## src/rtl/msi_win_pkg.sv

```systemverilog
package msi_win_pkg;
  localparam int MSG_ADDR_W = 64;
  localparam int MSG_DATA_W = 32;

  typedef enum logic [1:0] {
    ST_IDLE  = 2'd0,
    ST_XREQ  = 2'd1,
    ST_XWAIT = 2'd2,
    ST_DNWR  = 2'd3
  } seq_st_e;

  typedef struct packed {
    logic [MSG_ADDR_W-1:0] addr;
    logic [MSG_DATA_W-1:0] data;
  } msi_msg_t;
endpackage

```

## src/rtl/msi_win_decode.sv

```systemverilog
module msi_win_decode #(
  parameter int ADDR_W   = 32,
  parameter int WIN_BITS = 20,
  parameter int SIZE_W   = 3,
  parameter int WORD_LOG = 2,
  parameter logic [ADDR_W-1:0] WIN_BASE = 32'hFEE0_0000
) (
  input  logic [ADDR_W-1:0]   addr_i,
  input  logic [SIZE_W-1:0]   size_i,
  output logic                hit_o,
  output logic                size_ok_o,
  output logic [ADDR_W-1:0]   full_addr_o
);
  localparam logic [SIZE_W-1:0] WORD_SZ = SIZE_W'(WORD_LOG);
  localparam int TAG_W = ADDR_W - WIN_BITS;

  logic [WIN_BITS-1:0] offset;

  assign offset      = addr_i[WIN_BITS-1:0];
  assign hit_o       = addr_i[ADDR_W-1:WIN_BITS] == WIN_BASE[ADDR_W-1:WIN_BITS];
  assign size_ok_o   = size_i == WORD_SZ;
  // message address is rebuilt from base plus window offset
  assign full_addr_o = WIN_BASE + {{TAG_W{1'b0}}, offset};
endmodule

```

## src/rtl/msi_win_seq.sv

```systemverilog
module msi_win_seq
  import msi_win_pkg::*;
(
  input  logic                  clk_i,
  input  logic                  rst_ni,
  input  logic                  cap_i,
  input  msi_msg_t              cap_msg_i,
  output logic                  busy_o,
  output logic                  xl_req_valid_o,
  input  logic                  xl_req_ready_i,
  output msi_msg_t              xl_req_msg_o,
  input  logic                  xl_rsp_valid_i,
  input  logic                  xl_rsp_err_i,
  input  msi_msg_t              xl_rsp_msg_i,
  output logic                  own_valid_o,
  input  logic                  dn_ready_i,
  output msi_msg_t              own_msg_o,
  output logic                  done_ok_o,
  output logic                  done_err_o
);
  seq_st_e  st_q, st_d;
  msi_msg_t msg_q, msg_d;

  always_comb begin
    st_d       = st_q;
    msg_d      = msg_q;
    done_ok_o  = 1'b0;
    done_err_o = 1'b0;
    unique case (st_q)
      ST_IDLE: if (cap_i) begin
        st_d  = ST_XREQ;
        msg_d = cap_msg_i;
      end
      ST_XREQ: if (xl_req_ready_i) st_d = ST_XWAIT;
      ST_XWAIT: if (xl_rsp_valid_i) begin
        if (xl_rsp_err_i) begin
          st_d       = ST_IDLE;
          done_err_o = 1'b1;
        end else begin
          st_d  = ST_DNWR;
          msg_d = xl_rsp_msg_i;
        end
      end
      ST_DNWR: if (dn_ready_i) begin
        st_d      = ST_IDLE;
        done_ok_o = 1'b1;
      end
      default: st_d = ST_IDLE;
    endcase
  end

  always_ff @(posedge clk_i or negedge rst_ni) begin
    if (!rst_ni) begin
      st_q  <= ST_IDLE;
      msg_q <= '0;
    end else begin
      st_q  <= st_d;
      msg_q <= msg_d;
    end
  end

  assign busy_o         = st_q != ST_IDLE;
  assign xl_req_valid_o = st_q == ST_XREQ;
  assign xl_req_msg_o   = msg_q;
  assign own_valid_o    = st_q == ST_DNWR;
  assign own_msg_o      = msg_q;

  assert_xreq_hold_R4: assert property (@(posedge clk_i) disable iff (!rst_ni)
    (xl_req_valid_o && !xl_req_ready_i) |=> (xl_req_valid_o && $stable(xl_req_msg_o)));

  assert_dn_hold_R6: assert property (@(posedge clk_i) disable iff (!rst_ni)
    (own_valid_o && !dn_ready_i) |=> (own_valid_o && $stable(own_msg_o)));

  assert_fault_drop_R5: assert property (@(posedge clk_i) disable iff (!rst_ni)
    (st_q == ST_XWAIT && xl_rsp_valid_i && xl_rsp_err_i) |=> (!own_valid_o && !busy_o));
endmodule

```

## src/rtl/msi_win_rsp.sv

```systemverilog
module msi_win_rsp #(
  parameter int DATA_W = 32
) (
  input  logic              clk_i,
  input  logic              rst_ni,
  input  logic              ok_i,
  input  logic              err_i,
  output logic              rsp_valid_o,
  output logic              rsp_err_o,
  output logic [DATA_W-1:0] rsp_rdata_o
);
  always_ff @(posedge clk_i or negedge rst_ni) begin
    if (!rst_ni) begin
      rsp_valid_o <= 1'b0;
      rsp_err_o   <= 1'b0;
    end else begin
      rsp_valid_o <= ok_i | err_i;
      rsp_err_o   <= err_i;
    end
  end

  // reads in the window carry no data
  assign rsp_rdata_o = '0;
endmodule

```

## src/rtl/msi_window_intercept.sv

```systemverilog
module msi_window_intercept
  import msi_win_pkg::*;
#(
  parameter int ADDR_W   = 32,
  parameter int WIN_BITS = 20,
  parameter int SIZE_W   = 3,
  parameter int WORD_LOG = 2,
  parameter logic [ADDR_W-1:0] WIN_BASE = 32'hFEE0_0000
) (
  input  logic                  clk_i,
  input  logic                  rst_ni,
  input  logic                  up_valid_i,
  output logic                  up_ready_o,
  input  logic                  up_write_i,
  input  logic [ADDR_W-1:0]     up_addr_i,
  input  logic [SIZE_W-1:0]     up_size_i,
  input  logic [MSG_DATA_W-1:0] up_wdata_i,
  output logic                  up_rsp_valid_o,
  output logic                  up_rsp_err_o,
  output logic [MSG_DATA_W-1:0] up_rsp_rdata_o,
  output logic                  xl_req_valid_o,
  input  logic                  xl_req_ready_i,
  output logic [MSG_ADDR_W-1:0] xl_req_addr_o,
  output logic [MSG_DATA_W-1:0] xl_req_data_o,
  input  logic                  xl_rsp_valid_i,
  input  logic                  xl_rsp_err_i,
  input  logic [MSG_ADDR_W-1:0] xl_rsp_addr_i,
  input  logic [MSG_DATA_W-1:0] xl_rsp_data_i,
  output logic                  dn_valid_o,
  input  logic                  dn_ready_i,
  output logic                  dn_write_o,
  output logic [MSG_ADDR_W-1:0] dn_addr_o,
  output logic [SIZE_W-1:0]     dn_size_o,
  output logic [MSG_DATA_W-1:0] dn_wdata_o
);
  localparam int PAD_W = MSG_ADDR_W - ADDR_W;
  localparam logic [SIZE_W-1:0] WORD_SZ = SIZE_W'(WORD_LOG);

  logic              hit, size_ok, busy, acc, cap, imm_ok, imm_err;
  logic              own_valid, done_ok, done_err;
  logic [ADDR_W-1:0] full_addr;
  msi_msg_t          cap_msg, xreq_msg, xrsp_msg, own_msg;

  msi_win_decode #(
    .ADDR_W(ADDR_W), .WIN_BITS(WIN_BITS), .SIZE_W(SIZE_W),
    .WORD_LOG(WORD_LOG), .WIN_BASE(WIN_BASE)
  ) u_dec (
    .addr_i(up_addr_i), .size_i(up_size_i),
    .hit_o(hit), .size_ok_o(size_ok), .full_addr_o(full_addr)
  );

  assign up_ready_o = !busy && (hit || dn_ready_i);
  assign acc        = up_valid_i && up_ready_o && hit;
  assign cap        = acc && up_write_i && size_ok;
  assign imm_ok     = acc && !up_write_i && size_ok;
  assign imm_err    = acc && !size_ok;

  assign cap_msg.addr = {{PAD_W{1'b0}}, full_addr};
  assign cap_msg.data = up_wdata_i;
  assign xrsp_msg.addr = xl_rsp_addr_i;
  assign xrsp_msg.data = xl_rsp_data_i;

  msi_win_seq u_seq (
    .clk_i(clk_i), .rst_ni(rst_ni),
    .cap_i(cap), .cap_msg_i(cap_msg), .busy_o(busy),
    .xl_req_valid_o(xl_req_valid_o), .xl_req_ready_i(xl_req_ready_i),
    .xl_req_msg_o(xreq_msg),
    .xl_rsp_valid_i(xl_rsp_valid_i), .xl_rsp_err_i(xl_rsp_err_i),
    .xl_rsp_msg_i(xrsp_msg),
    .own_valid_o(own_valid), .dn_ready_i(dn_ready_i), .own_msg_o(own_msg),
    .done_ok_o(done_ok), .done_err_o(done_err)
  );

  assign xl_req_addr_o = xreq_msg.addr;
  assign xl_req_data_o = xreq_msg.data;

  msi_win_rsp #(.DATA_W(MSG_DATA_W)) u_rsp (
    .clk_i(clk_i), .rst_ni(rst_ni),
    .ok_i(imm_ok | done_ok), .err_i(imm_err | done_err),
    .rsp_valid_o(up_rsp_valid_o), .rsp_err_o(up_rsp_err_o),
    .rsp_rdata_o(up_rsp_rdata_o)
  );

  // busy: only the block's own write owns the downstream port
  always_comb begin
    if (busy) begin
      dn_valid_o = own_valid;
      dn_write_o = 1'b1;
      dn_addr_o  = own_msg.addr;
      dn_size_o  = WORD_SZ;
      dn_wdata_o = own_msg.data;
    end else begin
      dn_valid_o = up_valid_i && !hit;
      dn_write_o = up_write_i;
      dn_addr_o  = {{PAD_W{1'b0}}, up_addr_i};
      dn_size_o  = up_size_i;
      dn_wdata_o = up_wdata_i;
    end
  end

  assert_read_zero_R2: assert property (@(posedge clk_i) disable iff (!rst_ni)
    imm_ok |=> (up_rsp_valid_o && !up_rsp_err_o && up_rsp_rdata_o == '0 && !xl_req_valid_o));

  assert_bad_size_R3: assert property (@(posedge clk_i) disable iff (!rst_ni)
    imm_err |=> (up_rsp_valid_o && up_rsp_err_o && !xl_req_valid_o));

  assert_cap_blocks_R7: assert property (@(posedge clk_i) disable iff (!rst_ni)
    cap |=> (!up_ready_o && xl_req_valid_o && !dn_valid_o));

  assert_ok_after_dn_R6: assert property (@(posedge clk_i) disable iff (!rst_ni)
    (own_valid && dn_ready_i) |=> (up_rsp_valid_o && !up_rsp_err_o && up_ready_o == (hit || dn_ready_i)));

  assert_fault_rsp_R5: assert property (@(posedge clk_i) disable iff (!rst_ni)
    (xl_rsp_valid_i && xl_rsp_err_i && busy && !xl_req_valid_o && !own_valid)
      |=> (up_rsp_valid_o && up_rsp_err_o && !dn_valid_o));
endmodule

```

## config.mk

```make
export PLATFORM = sky130hd
export DESIGN_NAME = msi_window_intercept
export DESIGN_NICKNAME = d
export VERILOG_FILES = /design/src/rtl/msi_win_pkg.sv /design/src/rtl/msi_win_decode.sv /design/src/rtl/msi_win_seq.sv /design/src/rtl/msi_win_rsp.sv /design/src/rtl/msi_window_intercept.sv
export SDC_FILE = /design/constraint.sdc
export NUM_CORES = 1
export LEC_CHECK = 0
export ABC_CLOCK_PERIOD_IN_PS = 3500
export CORE_ASPECT_RATIO = 1.4
export CORE_MARGIN = 3
export CORE_UTILIZATION = 27
export DETAILED_ROUTE_END_ITERATION = 7
export GPL_TIMING_DRIVEN = 0
export PLACE_DENSITY = 0.71
export SLEW_MARGIN = 10
export SYNTH_ARGS = -nofsm -noshare
export SYNTH_HDL_FRONTEND = slang
export SYNTH_SLANG_ARGS = --single-unit
```

## constraint.sdc

```tcl
create_clock -name clk_i -period 3.5 [get_ports clk_i]
set_input_delay 0.525 -clock clk_i [delete_from_list [all_inputs] [get_ports clk_i]]
set_output_delay 0.525 -clock clk_i [all_outputs]
set_load 0.05 [all_outputs]
```

==> flow_metrics.env, run 1 <==
export IMPL_drc=0
export IMPL_num_rows=69
export IMPL_yosys_warnings=0
export IMPL_yosysMostFrequentCell="nand2_1"
export IMPL_dieArea_sq_um=27900
export IMPL_p_int_mw=4.59
export IMPL_vias=7799
export IMPL_nNetsFinal=1427
export IMPL_cts_sink_count=100
export IMPL_synthTopCellsByArea="dfrtp_1 36%, nand2_1 12%, nand3b_1 11%"
export IMPL_drive_above_1_share_pct=11.3
export IMPL_num_io_pins=404
export IMPL_p_clk_share_pct=10.1
export IMPL_cts_tree="done"
export IMPL_cp_required_ps=2970
export IMPL_die_h_um=196
export IMPL_pwr_share_comb_pct=68.2
export IMPL_drtIter0Drc=309
export IMPL_worstPathCellList="clkbuf_1 > nor2_4 > buf_12 > buf_4 > clkbuf_1 > nor2b_1 > clkdlybuf4s50_1"
export IMPL_status="complete, no violations"
export IMPL_post_drt_wl_per_cell_um=19.5
export IMPL_fin_ws_ps=162
export IMPL_die_w_um=142
export IMPL_cpMostUsedCell="clkbuf_1"
export IMPL_fp_coreArea_sq_um=25500
export IMPL_grt_usage_pct=21.2
export IMPL_hold_path_class="input port to asynchronous set/reset pin"
export IMPL_rsz0062_at_grt="false"
export IMPL_leakage_nw=4.93
export IMPL_arrival_ps=2810
export IMPL_cap_viol_max_count=0
export IMPL_insertion_delay_ps=360
export IMPL_ys_async_sr_fraction_pct=100
export IMPL_dr_pass1_iters=5
export IMPL_dp_cells=1562
export IMPL_critPathBufInv=5
export IMPL_hold_buffers=0
export IMPL_grt_max_degree=54
export IMPL_slew_headroom_pct=50.4
export IMPL_synthesis_area_sq_um=6990
export IMPL_placement_io_buffers=370
export IMPL_initial_utilization_pct=27.4
export IMPL_period_minus_slack_ps=3340
export IMPL_synth_ff_type="dfrtp_1"
export IMPL_finalHoldViolations=0
export IMPL_grt_pass1_wl_mm=46.7
export IMPL_drv_slew=0
export IMPL_routed_via_density=4.94
export IMPL_seq_power_share_pct=21.7
export IMPL_power_switching_mw=5.43
export IMPL_power_density_nw_per_um2=864
export IMPL_fin_crit_sh_pct=95.4
export IMPL_ys_types=35
export IMPL_htreeDepth=3
export IMPL_synthTopCellsByCount="229 x nand2_1, 105 x nand3b_1, 100 x dfrtp_1"
export IMPL_fmax_mhz=300
export IMPL_slowest_delay_ps=840
export IMPL_syn_to_final_growth_pct=65.9
export IMPL_critical_path_class="flop to output port"
export IMPL_synth_top_area_cell="dfrtp_1"
export IMPL_path_max_fanout=10
export IMPL_wl_mm=30.7
export IMPL_seq_area_frac_synth_pct=35.8
export IMPL_worst_pin_slew_ps=742
export IMPL_fin_skew_ps=12.4
export IMPL_tns_ps=0
export IMPL_crit_family="buffers and inverters"
export IMPL_place_congestion=0.821
export IMPL_cp_start_kind="flop"
export IMPL_grt_pass1_vias=7962
export IMPL_cp_slowest_cell="clkdlybuf4s50_1"
export IMPL_grt_ovfl_total=0
export IMPL_synth_edf_count=0
export IMPL_syn_area_per_cell_sq_um=8.31
export IMPL_clk_pin_slew_ps=80
export IMPL_num_antenna_cells=0
export IMPL_ctsRootBufferMaster="clkbuf_16"
export IMPL_cp_end_kind="output port"
export IMPL_totalPowerFinal_mw=10.0
export IMPL_ant_nets=0
export IMPL_postSynthCellCount=841
export IMPL_instances_no_fill=1580
export IMPL_ys_ff_latch=100
export IMPL_cts_buffers_inserted=9
export IMPL_finalSetupViolations=0
export IMPL_synth_top_cell_area_share_pct=35.8
export IMPL_hpwl_mm=23.8
export IMPL_cts_buffer_depth=2
export IMPL_vdd_ir_drop_worst_v=0.000427
export IMPL_grt_antenna_before_repair=0
export IMPL_place_ws_ps=-480
export IMPL_swShare_pct=54.2
==> final cells by class <==
type                       instances  area [sq um]
fill                            2490         13900
tap                              319           399
inverter                           1          3.75
clock buffer                      10           239
sequential                       100          2500
multi-input combinational        662          4020
buffer                           107           582
timing repair buffer             375          3790
clock inverter                     6          45.0
==> final timing paths <==
kind	slack, ps	cells after the start	start	end
setup / recovery	160	7	u_seq.st_q[0]$_DFFE_PN0P_	dn_addr_o[43]
hold / removal	90	1	rst_ni	u_seq.own_msg_o[16]$_DFFE_PN0P_
setup reg to reg	690	6	u_seq.st_q[1]$_DFFE_PN0P_	u_seq.own_msg_o[59]$_DFFE_PN0P_
hold reg to reg	550	2	u_seq.own_msg_o[83]$_DFFE_PN0P_	u_seq.own_msg_o[83]$_DFFE_PN0P_
min in group clk_i	550	2	u_seq.own_msg_o[83]$_DFFE_PN0P_	u_seq.own_msg_o[83]$_DFFE_PN0P_
max in group asynchronous	2720	2	rst_ni	u_seq.own_msg_o[95]$_DFFE_PN0P_
==> through the flow <==
stage	area, sq um	util (%)	hold WS (ps)
CTS	11600	45.4	104
detailed placement	11200	44.1	497
global route	11600	45.5	123
floorplan	7100	-	229
global placement	11200	44.0	532
finish	11600	45.5	92.2
==> state kept, by name (all words and copies together), names as in the netlist <==
name,count
u_rsp.rsp_err_o,1
u_seq.st_q,2
u_seq.own_msg_o,96
u_rsp.rsp_valid_o,1
==> routing by layer <==
metal	part of all wire [%]	vias up	global-route usage, %
met4	1.4	0	4.73
met1	38	3759	25.0
met5	0	-	0
met2	54	320	39.4
met3	6.3	21	4.00
li1	-	3699	-
==> power by group through the flow <==
stage	logic (mW)	registers (mW)	clock network [mW]
5_1_grt	7.17	2.25	1.09
3_3_place_gp	6.80	2.16	0
3_5_place_dp	6.87	2.17	0
6_report	6.83	2.17	1.01
2_1_floorplan	2.92	3.69	0
4_1_cts	6.90	2.18	1.04
==> cells in the final DEF, fill, tap and decap left out, drive strengths merged, types with 23 or more instances in the layout <==
| master | Yosys | routed |
|---|---|---|
| a21oi | 62 | 62 |
| a221o | 52 | 52 |
| buf | 45 | 51 |
| clkbuf | 64 | 72 |
| clkdlybuf4s50 | 0 | 346 |
| conb | 1 | 32 |
| dfrtp | 100 | 100 |
| mux2 | 64 | 64 |
| nand2 | 229 | 229 |
| nand3b | 105 | 105 |
| nor2 | 23 | 23 |
| nor2b | 34 | 34 |
| o21ai | 37 | 37 |
==> cell families (layout without fill, tap and decap cells) <==
family / after synthesis / in the layout / share of synthesized area, %
AND/OR/NAND/NOR: 406 / 406 / 29.6
multiplexers: 66 / 66 / 10.6
flip-flops: 100 / 100 / 35.8
AO/OA/AOI/OAI: 158 / 158 / 15.6
other: 1 / 32 / 0.0537
buffers and inverters: 110 / 499 / 8.36
==> what timing repair did <==
item / in CTS / in global routing
pin swaps: 1 / 0
setup endpoints to repair: 99 / 28
resized for setup: 16 / 17
buffers inserted: 4 / 0
cloned: 0 / 0
hold endpoints to repair: 0 / 0
No activity file was read; power rests on OpenSTA's default activity.
==> run 2, diff against run 1 <==
--- a/config.mk
+++ b/config.mk
@@ -6,12 +6,12 @@
 export NUM_CORES = 1
 export LEC_CHECK = 0
 export ABC_CLOCK_PERIOD_IN_PS = 3500
-export CORE_ASPECT_RATIO = 1.4
-export CORE_MARGIN = 3
-export CORE_UTILIZATION = 27
+export CORE_AREA = 3 3 154 156
 export DETAILED_ROUTE_END_ITERATION = 7
+export DIE_AREA = 0 0 157 159
 export GPL_TIMING_DRIVEN = 0
-export PLACE_DENSITY = 0.71
+export PLACE_DENSITY = 0.78
+export SKIP_LAST_GASP = 1
 export SLEW_MARGIN = 10
 export SYNTH_ARGS = -nofsm -noshare
 export SYNTH_HDL_FRONTEND = slang
==> run 2 against run 1 <==
  * Register-to-register slack is essentially flat
  * Hold slack lost 11 ps
  * Critical path depth is 1 lower
  * Via count grew 1.9%
  * Global-route usage increased by 2.2 points
  * Critical endpoint is now dn_addr_o[50]
  * Largest power group unchanged
==> flow_metrics.env, run 2 (synthesis results as in run 1) <==
export IMPL_status="complete, no violations"
export IMPL_grt_antenna_before_repair=0
export IMPL_tns_ps=0
export IMPL_nNetsFinal=1427
export IMPL_drv_slew=0
export IMPL_num_rows=55
export IMPL_initial_utilization_pct=31.0
export IMPL_grt_ovfl_total=0
export IMPL_fillerInstances=2119
export IMPL_hold_path_class="input port to asynchronous set/reset pin"
export IMPL_drive_above_1_share_pct=11.3
export IMPL_slowest_delay_ps=730
export IMPL_vias=7946
export IMPL_grt_max_degree=59
export IMPL_p_clk_share_pct=10.9
export IMPL_fin_area_sq_um=11600
export IMPL_seq_power_share_pct=21.7
export IMPL_fin_skew_ps=7.39
export IMPL_cp_slowest_cell="clkdlybuf4s50_1"
export IMPL_rsz0062_at_grt="true"
export IMPL_cp_start_kind="flop"
export IMPL_r2r_start="u_seq.st_q[0]$_DFFE_PN0P_"
export IMPL_r2r_setup_slack_ps=700
export IMPL_cp_end_kind="output port"
export IMPL_cts_buffer_depth=2
export IMPL_leakage_nw=4.74
export IMPL_arrival_ps=2830
export IMPL_post_drt_wl_per_cell_um=19.6
export IMPL_cp_required_ps=2970
export IMPL_final_cell_mix="369 x clkdlybuf4s50_1, 229 x nand2_1, 105 x nand3b_1, 100 x dfrtp_1, 64 x mux2_2"
export IMPL_drtIter0Drc=348
export IMPL_dieArea_sq_um=25000
export IMPL_die_h_um=159
export IMPL_grt_pass1_wl_mm=46.2
export IMPL_finalSetupViolations=0
export IMPL_reg2regPathDepth=5
export IMPL_pwr_share_comb_pct=67.4
export IMPL_critical_path_class="flop to output port"
export IMPL_die_w_um=157
export IMPL_r2r_end="u_seq.own_msg_o[41]$_DFFE_PN0P_"
export IMPL_cap_viol_max_count=0
export IMPL_cts_tree="done"
export IMPL_fmax_mhz=298
export IMPL_wl_mm=30.2
export IMPL_grt_pass1_vias=8037
export IMPL_place_ws_ps=-187
export IMPL_post_dp_cell_area_sq_um=11200
export IMPL_cts_sink_count=100
export IMPL_utilization_pct=51.4
export IMPL_period_minus_slack_ps=3350
export IMPL_ant_nets=0
export IMPL_finalHoldViolations=0
export IMPL_fp_coreArea_sq_um=22500
export IMPL_placement_io_buffers=370
export IMPL_syn_to_final_growth_pct=65.5
export IMPL_final_common_cell="clkdlybuf4s50_1"
export IMPL_fin_ws_ps=147
export IMPL_routed_via_density=5.14
export IMPL_num_io_pins=404
export IMPL_power_switching_mw=5.47
export IMPL_hold_buffers=0
export IMPL_num_antenna_cells=0
export IMPL_htreeDepth=3
export IMPL_worstSetupEndpoint="dn_addr_o[50]"
export IMPL_power_density_nw_per_um2=879
export IMPL_p_int_mw=4.69
export IMPL_worstPathCellList="nor2_4 > buf_12 > clkbuf_2 > clkbuf_1 > nor2b_1 > clkdlybuf4s50_1"
export IMPL_largest_register_ffs=96
export IMPL_hpwl_mm=23.0
export IMPL_clk_pin_slew_ps=80
export IMPL_path_max_fanout=11
export IMPL_crit_start="u_seq.st_q[1]$_DFFE_PN0P_"
export IMPL_worst_pin_slew_ps=851
export IMPL_dr_pass1_iters=7
export IMPL_slew_headroom_pct=43.0
export IMPL_cts_buffers_inserted=9
export IMPL_place_congestion=0.819
export IMPL_swShare_pct=53.9
export IMPL_ctsRootBufferMaster="clkbuf_16"
export IMPL_grt_usage_pct=23.4
export IMPL_vdd_ir_drop_worst_v=0.000551
export IMPL_fin_crit_sh_pct=95.8
export IMPL_insertion_delay_ps=360
export IMPL_drc=0
-- run 2: timing repair --
| action | in CTS | in global routing |
|---|---|---|
| setup endpoints to repair | 91 | 39 |
| pin swaps | 1 | 0 |
| setup buffers | 4 | 0 |
| gates cloned | 0 | 0 |
| resized for setup | 6 | 2 |
-- run 2: cell type report --
| type | count | area [sq um] | share of cell area (%) |
|---|---|---|---|
| flip-flops and latches | 100 | 2500 | 21.6 |
| well taps | 285 | 357 | 3.08 |
| repair buffers | 375 | 3770 | 32.7 |
| plain buffers | 107 | 581 | 5.02 |
| clock buffers | 10 | 239 | 2.07 |
| clock inverters | 6 | 78.8 | 0.682 |
| multi-input cells | 662 | 4020 | 34.8 |
| inverters | 1 | 3.75 | 0.0325 |
-- run 2: worst min-delay path by stage --
stage                                 endpoint  slack (ps)                             from  depth (start not counted)
5_1_grt        u_seq.own_msg_o[34]$_DFFE_PN0P_         100                           rst_ni                          1
3_5_place_dp   u_seq.own_msg_o[34]$_DFFE_PN0P_         480                           rst_ni                          1
4_1_cts        u_seq.own_msg_o[34]$_DFFE_PN0P_          90                           rst_ni                          1
6_report       u_seq.own_msg_o[34]$_DFFE_PN0P_          80                           rst_ni                          1
3_3_place_gp   u_seq.own_msg_o[85]$_DFFE_PN0P_         540  u_seq.own_msg_o[85]$_DFFE_PN0P_                          2
2_1_floorplan        u_rsp.rsp_err_o$_DFF_PN0_         230                           rst_ni                          0
-- run 2: metrics by stage --
step	std cells	hold WS (ps)	total power, mW
floorplan	872	229	6.61
global placement	1527	538	8.93
detailed placement	1528	481	9.00
CTS	1547	87.9	10.2
global route	1546	100	10.6
finish	1546	81.1	10.2
-- run 2: power by group through the flow --
stage | registers (mW) | logic [mW] | clock network, mW
floorplan | 3.69 | 2.92 | 0
global placement | 2.17 | 6.76 | 0
detailed placement | 2.18 | 6.82 | 0
CTS | 2.19 | 6.89 | 1.12
global route | 2.28 | 7.18 | 1.17
finish | 2.20 | 6.85 | 1.11
-- run 2: worst max-delay path: cells and delay by family, from the launching register on --
family | cells | cell delay, ps
buffers and inverters | 4 | 1590
DFF | 1 | 540
and+or+nand+nor | 2 | 330
-- run 2: metal layers --
layer / wire, um / share of wire [%] / global-route usage [%] / vias to the layer above
li1: - / - / - / 3698
met1: 12000 / 40 / 28.7 / 3847
met2: 15400 / 51 / 41.4 / 373
met3: 2360 / 7.8 / 5.79 / 28
met4: 478 / 1.6 / 4.89 / 0
met5: 0 / 0 / 0 / -
==> run 3, diff against run 2 <==
--- a/config.mk
+++ b/config.mk
@@ -6,11 +6,12 @@
 export NUM_CORES = 1
 export LEC_CHECK = 0
 export ABC_CLOCK_PERIOD_IN_PS = 3500
-export CORE_AREA = 3 3 154 156
+export CORE_AREA = 8 8 150 152
+export CTS_CLUSTER_DIAMETER = 150
 export DETAILED_ROUTE_END_ITERATION = 7
-export DIE_AREA = 0 0 157 159
+export DIE_AREA = 0 0 158 160
 export GPL_TIMING_DRIVEN = 0
-export PLACE_DENSITY = 0.78
+export PLACE_DENSITY = 0.86
 export SKIP_LAST_GASP = 1
 export SLEW_MARGIN = 10
 export SYNTH_ARGS = -nofsm -noshare
==> run 3 against run 2 <==
  * Sequential cell count is the same
  * Hold slack lost 7.6 ps
  * Via count grew 1.5%
  * Cell count shrank 0.78%
  * Highest routed layer unchanged
==> flow_metrics.env, run 3 (synthesis results as in run 1) <==
export IMPL_hold_buffers=0
export IMPL_initial_utilization_pct=34.9
export IMPL_nNetsFinal=1426
export IMPL_power_switching_mw=5.46
export IMPL_reg2regPathDepth=7
export IMPL_fp_coreArea_sq_um=20000
export IMPL_p_int_mw=4.71
export IMPL_num_io_pins=404
export IMPL_dr_pass1_iters=5
export IMPL_path_max_fanout=10
export IMPL_swShare_pct=53.7
export IMPL_cp_required_ps=2970
export IMPL_rsz0062_at_grt="false"
export IMPL_fillerInstances=1794
export IMPL_largest_register_ffs=96
export IMPL_dieArea_sq_um=25300
export IMPL_fmax_mhz=298
export IMPL_ctsRootBufferMaster="clkbuf_16"
export IMPL_finalSetupViolations=0
export IMPL_drtIter0Drc=455
export IMPL_dp_cells=1513
export IMPL_place_ws_ps=-594
export IMPL_cts_buffers_inserted=9
export IMPL_die_h_um=160
export IMPL_cts_sink_count=100
export IMPL_critical_path_class="flop to output port"
export IMPL_post_drt_wl_per_cell_um=20.9
export IMPL_wl_mm=32.1
export IMPL_seq_power_share_pct=21.5
export IMPL_final_common_cell="clkdlybuf4s50_1"
export IMPL_cp_start_kind="flop"
export IMPL_grt_max_degree=62
export IMPL_instances_no_fill=1534
export IMPL_period_minus_slack_ps=3360
export IMPL_routed_via_density=5.26
export IMPL_fin_skew_ps=9.92
export IMPL_hpwl_mm=25.0
export IMPL_ant_nets=0
export IMPL_worst_pin_slew_ps=788
export IMPL_num_rows=52
export IMPL_grt_pass1_wl_mm=48.3
export IMPL_final_cell_mix="365 x clkdlybuf4s50_1, 229 x nand2_1, 105 x nand3b_1, 100 x dfrtp_1, 64 x mux2_2"
export IMPL_place_congestion=0.880
export IMPL_drc=0
export IMPL_drv_slew=0
export IMPL_cts_tree="done"
export IMPL_multi_input_area_sq_um=4020
export IMPL_grt_usage_pct=24.5
export IMPL_pwr_share_comb_pct=67.7
export IMPL_grt_ovfl_total=0
export IMPL_die_w_um=158
export IMPL_slew_headroom_pct=47.2
export IMPL_fin_ws_ps=144
export IMPL_cts_buffer_depth=2
export IMPL_clk_pin_slew_ps=80
export IMPL_fin_crit_sh_pct=95.9
export IMPL_vias=8069
export IMPL_arrival_ps=2830
export IMPL_htreeDepth=3
export IMPL_cap_viol_max_count=0
export IMPL_vdd_ir_drop_worst_v=0.000609
export IMPL_leakage_nw=4.81
export IMPL_grt_antenna_before_repair=4
export IMPL_hold_path_class="input port to asynchronous set/reset pin"
export IMPL_status="complete, no violations"
export IMPL_placement_io_buffers=370
export IMPL_cp_end_kind="output port"
export IMPL_p_clk_share_pct=10.8
export IMPL_syn_to_final_growth_pct=65.3
export IMPL_power_density_nw_per_um2=881
export IMPL_finalHoldViolations=0
export IMPL_utilization_pct=57.6
export IMPL_grt_pass1_vias=8454
export IMPL_insertion_delay_ps=350
export IMPL_drive_above_1_share_pct=11.1
export IMPL_register_area_sq_um=2500
run 3: changes by cell type in the layout (fill, tap and decap cells not counted):
cell / change
clkbuf_1: +1
bufinv_16: +1
clkinv_2: +2
clkbuf_2: +1
diode_2: +4
clkbuf_8: -1
buf_4: -2
dlymetal6s2s_1: +4
inv_8: -2
inv_6: -1
clkdlybuf4s50_1: -4
run 3: final timing paths:
check / from / to / slack (ps)
min in group clk_i: u_seq.own_msg_o[94]$_DFFE_PN0P_ / u_seq.own_msg_o[94]$_DFFE_PN0P_ / 550
max in group asynchronous: rst_ni / u_seq.own_msg_o[92]$_DFFE_PN0P_ / 2750
worst max register to register: u_seq.st_q[0]$_DFFE_PN0P_ / u_seq.own_msg_o[50]$_DFFE_PN0P_ / 680
worst min register to register: u_seq.own_msg_o[94]$_DFFE_PN0P_ / u_seq.own_msg_o[94]$_DFFE_PN0P_ / 550
worst min-delay path: rst_ni / u_seq.own_msg_o[37]$_DFFE_PN0P_ / 70
worst max-delay path: u_seq.st_q[0]$_DFFE_PN0P_ / dn_addr_o[49] / 140
run 3: per-layer routing:
metal	vias up	GRT usage (%)	part of all wire [%]
met4	0	10.8	3.5
met1	3836	27.5	37
met5	-	0	0
li1	3705	-	-
met2	458	42.6	49
met3	70	6.34	9.9
run 3: layout make-up:
cell class | instances | area share, %
Multi-Input combinational cell | 662 | 34.8
Timing Repair Buffer | 373 | 32.6
Sequential cell | 100 | 21.7
Buffer | 108 | 5.07
Tap cell | 270 | 2.92
Clock buffer | 10 | 1.98
Clock inverter | 6 | 0.758
Antenna cell | 4 | 0.0867
Inverter | 1 | 0.0325
run 3: through the flow:
step           total power [mW]  TNS [ps]  hold WS (ps)  area [sq um]
3_5_place_dp               9.05    -27000           469         11200
3_3_place_gp               8.94   -234380           532         11100
2_1_floorplan              6.61         0           229          7100
5_1_grt                    10.6         0          98.7         11500
6_report                   10.2         0          73.5         11500
4_1_cts                    10.2         0          87.0         11500
run 3: critical path: stages, from the launching register on:
cell,delay [ps]
dfrtp_1,370
clkbuf_1,390
nor2_4,70
buf_12,170
clkbuf_2,230
clkbuf_2,270
nor2b_1,150
clkdlybuf4s50_1,830
run 3: timing repair:
action | in CTS | in global routing
setup endpoints to repair | 99 | 16
endpoints found under the hold margin | 0 | 0
cloned | 0 | 0
setup buffers | 2 | 0
pin swaps | 1 | 0
gates resized for setup | 9 | 4
run 3: power groups by stage:
stage	registers, mW	logic [mW]	clock network [mW]
floorplan	3.69	2.92	0
global placement	2.15	6.80	0
detailed placement	2.16	6.89	0
CTS	2.16	6.95	1.12
global route	2.26	7.20	1.16
finish	2.19	6.88	1.10
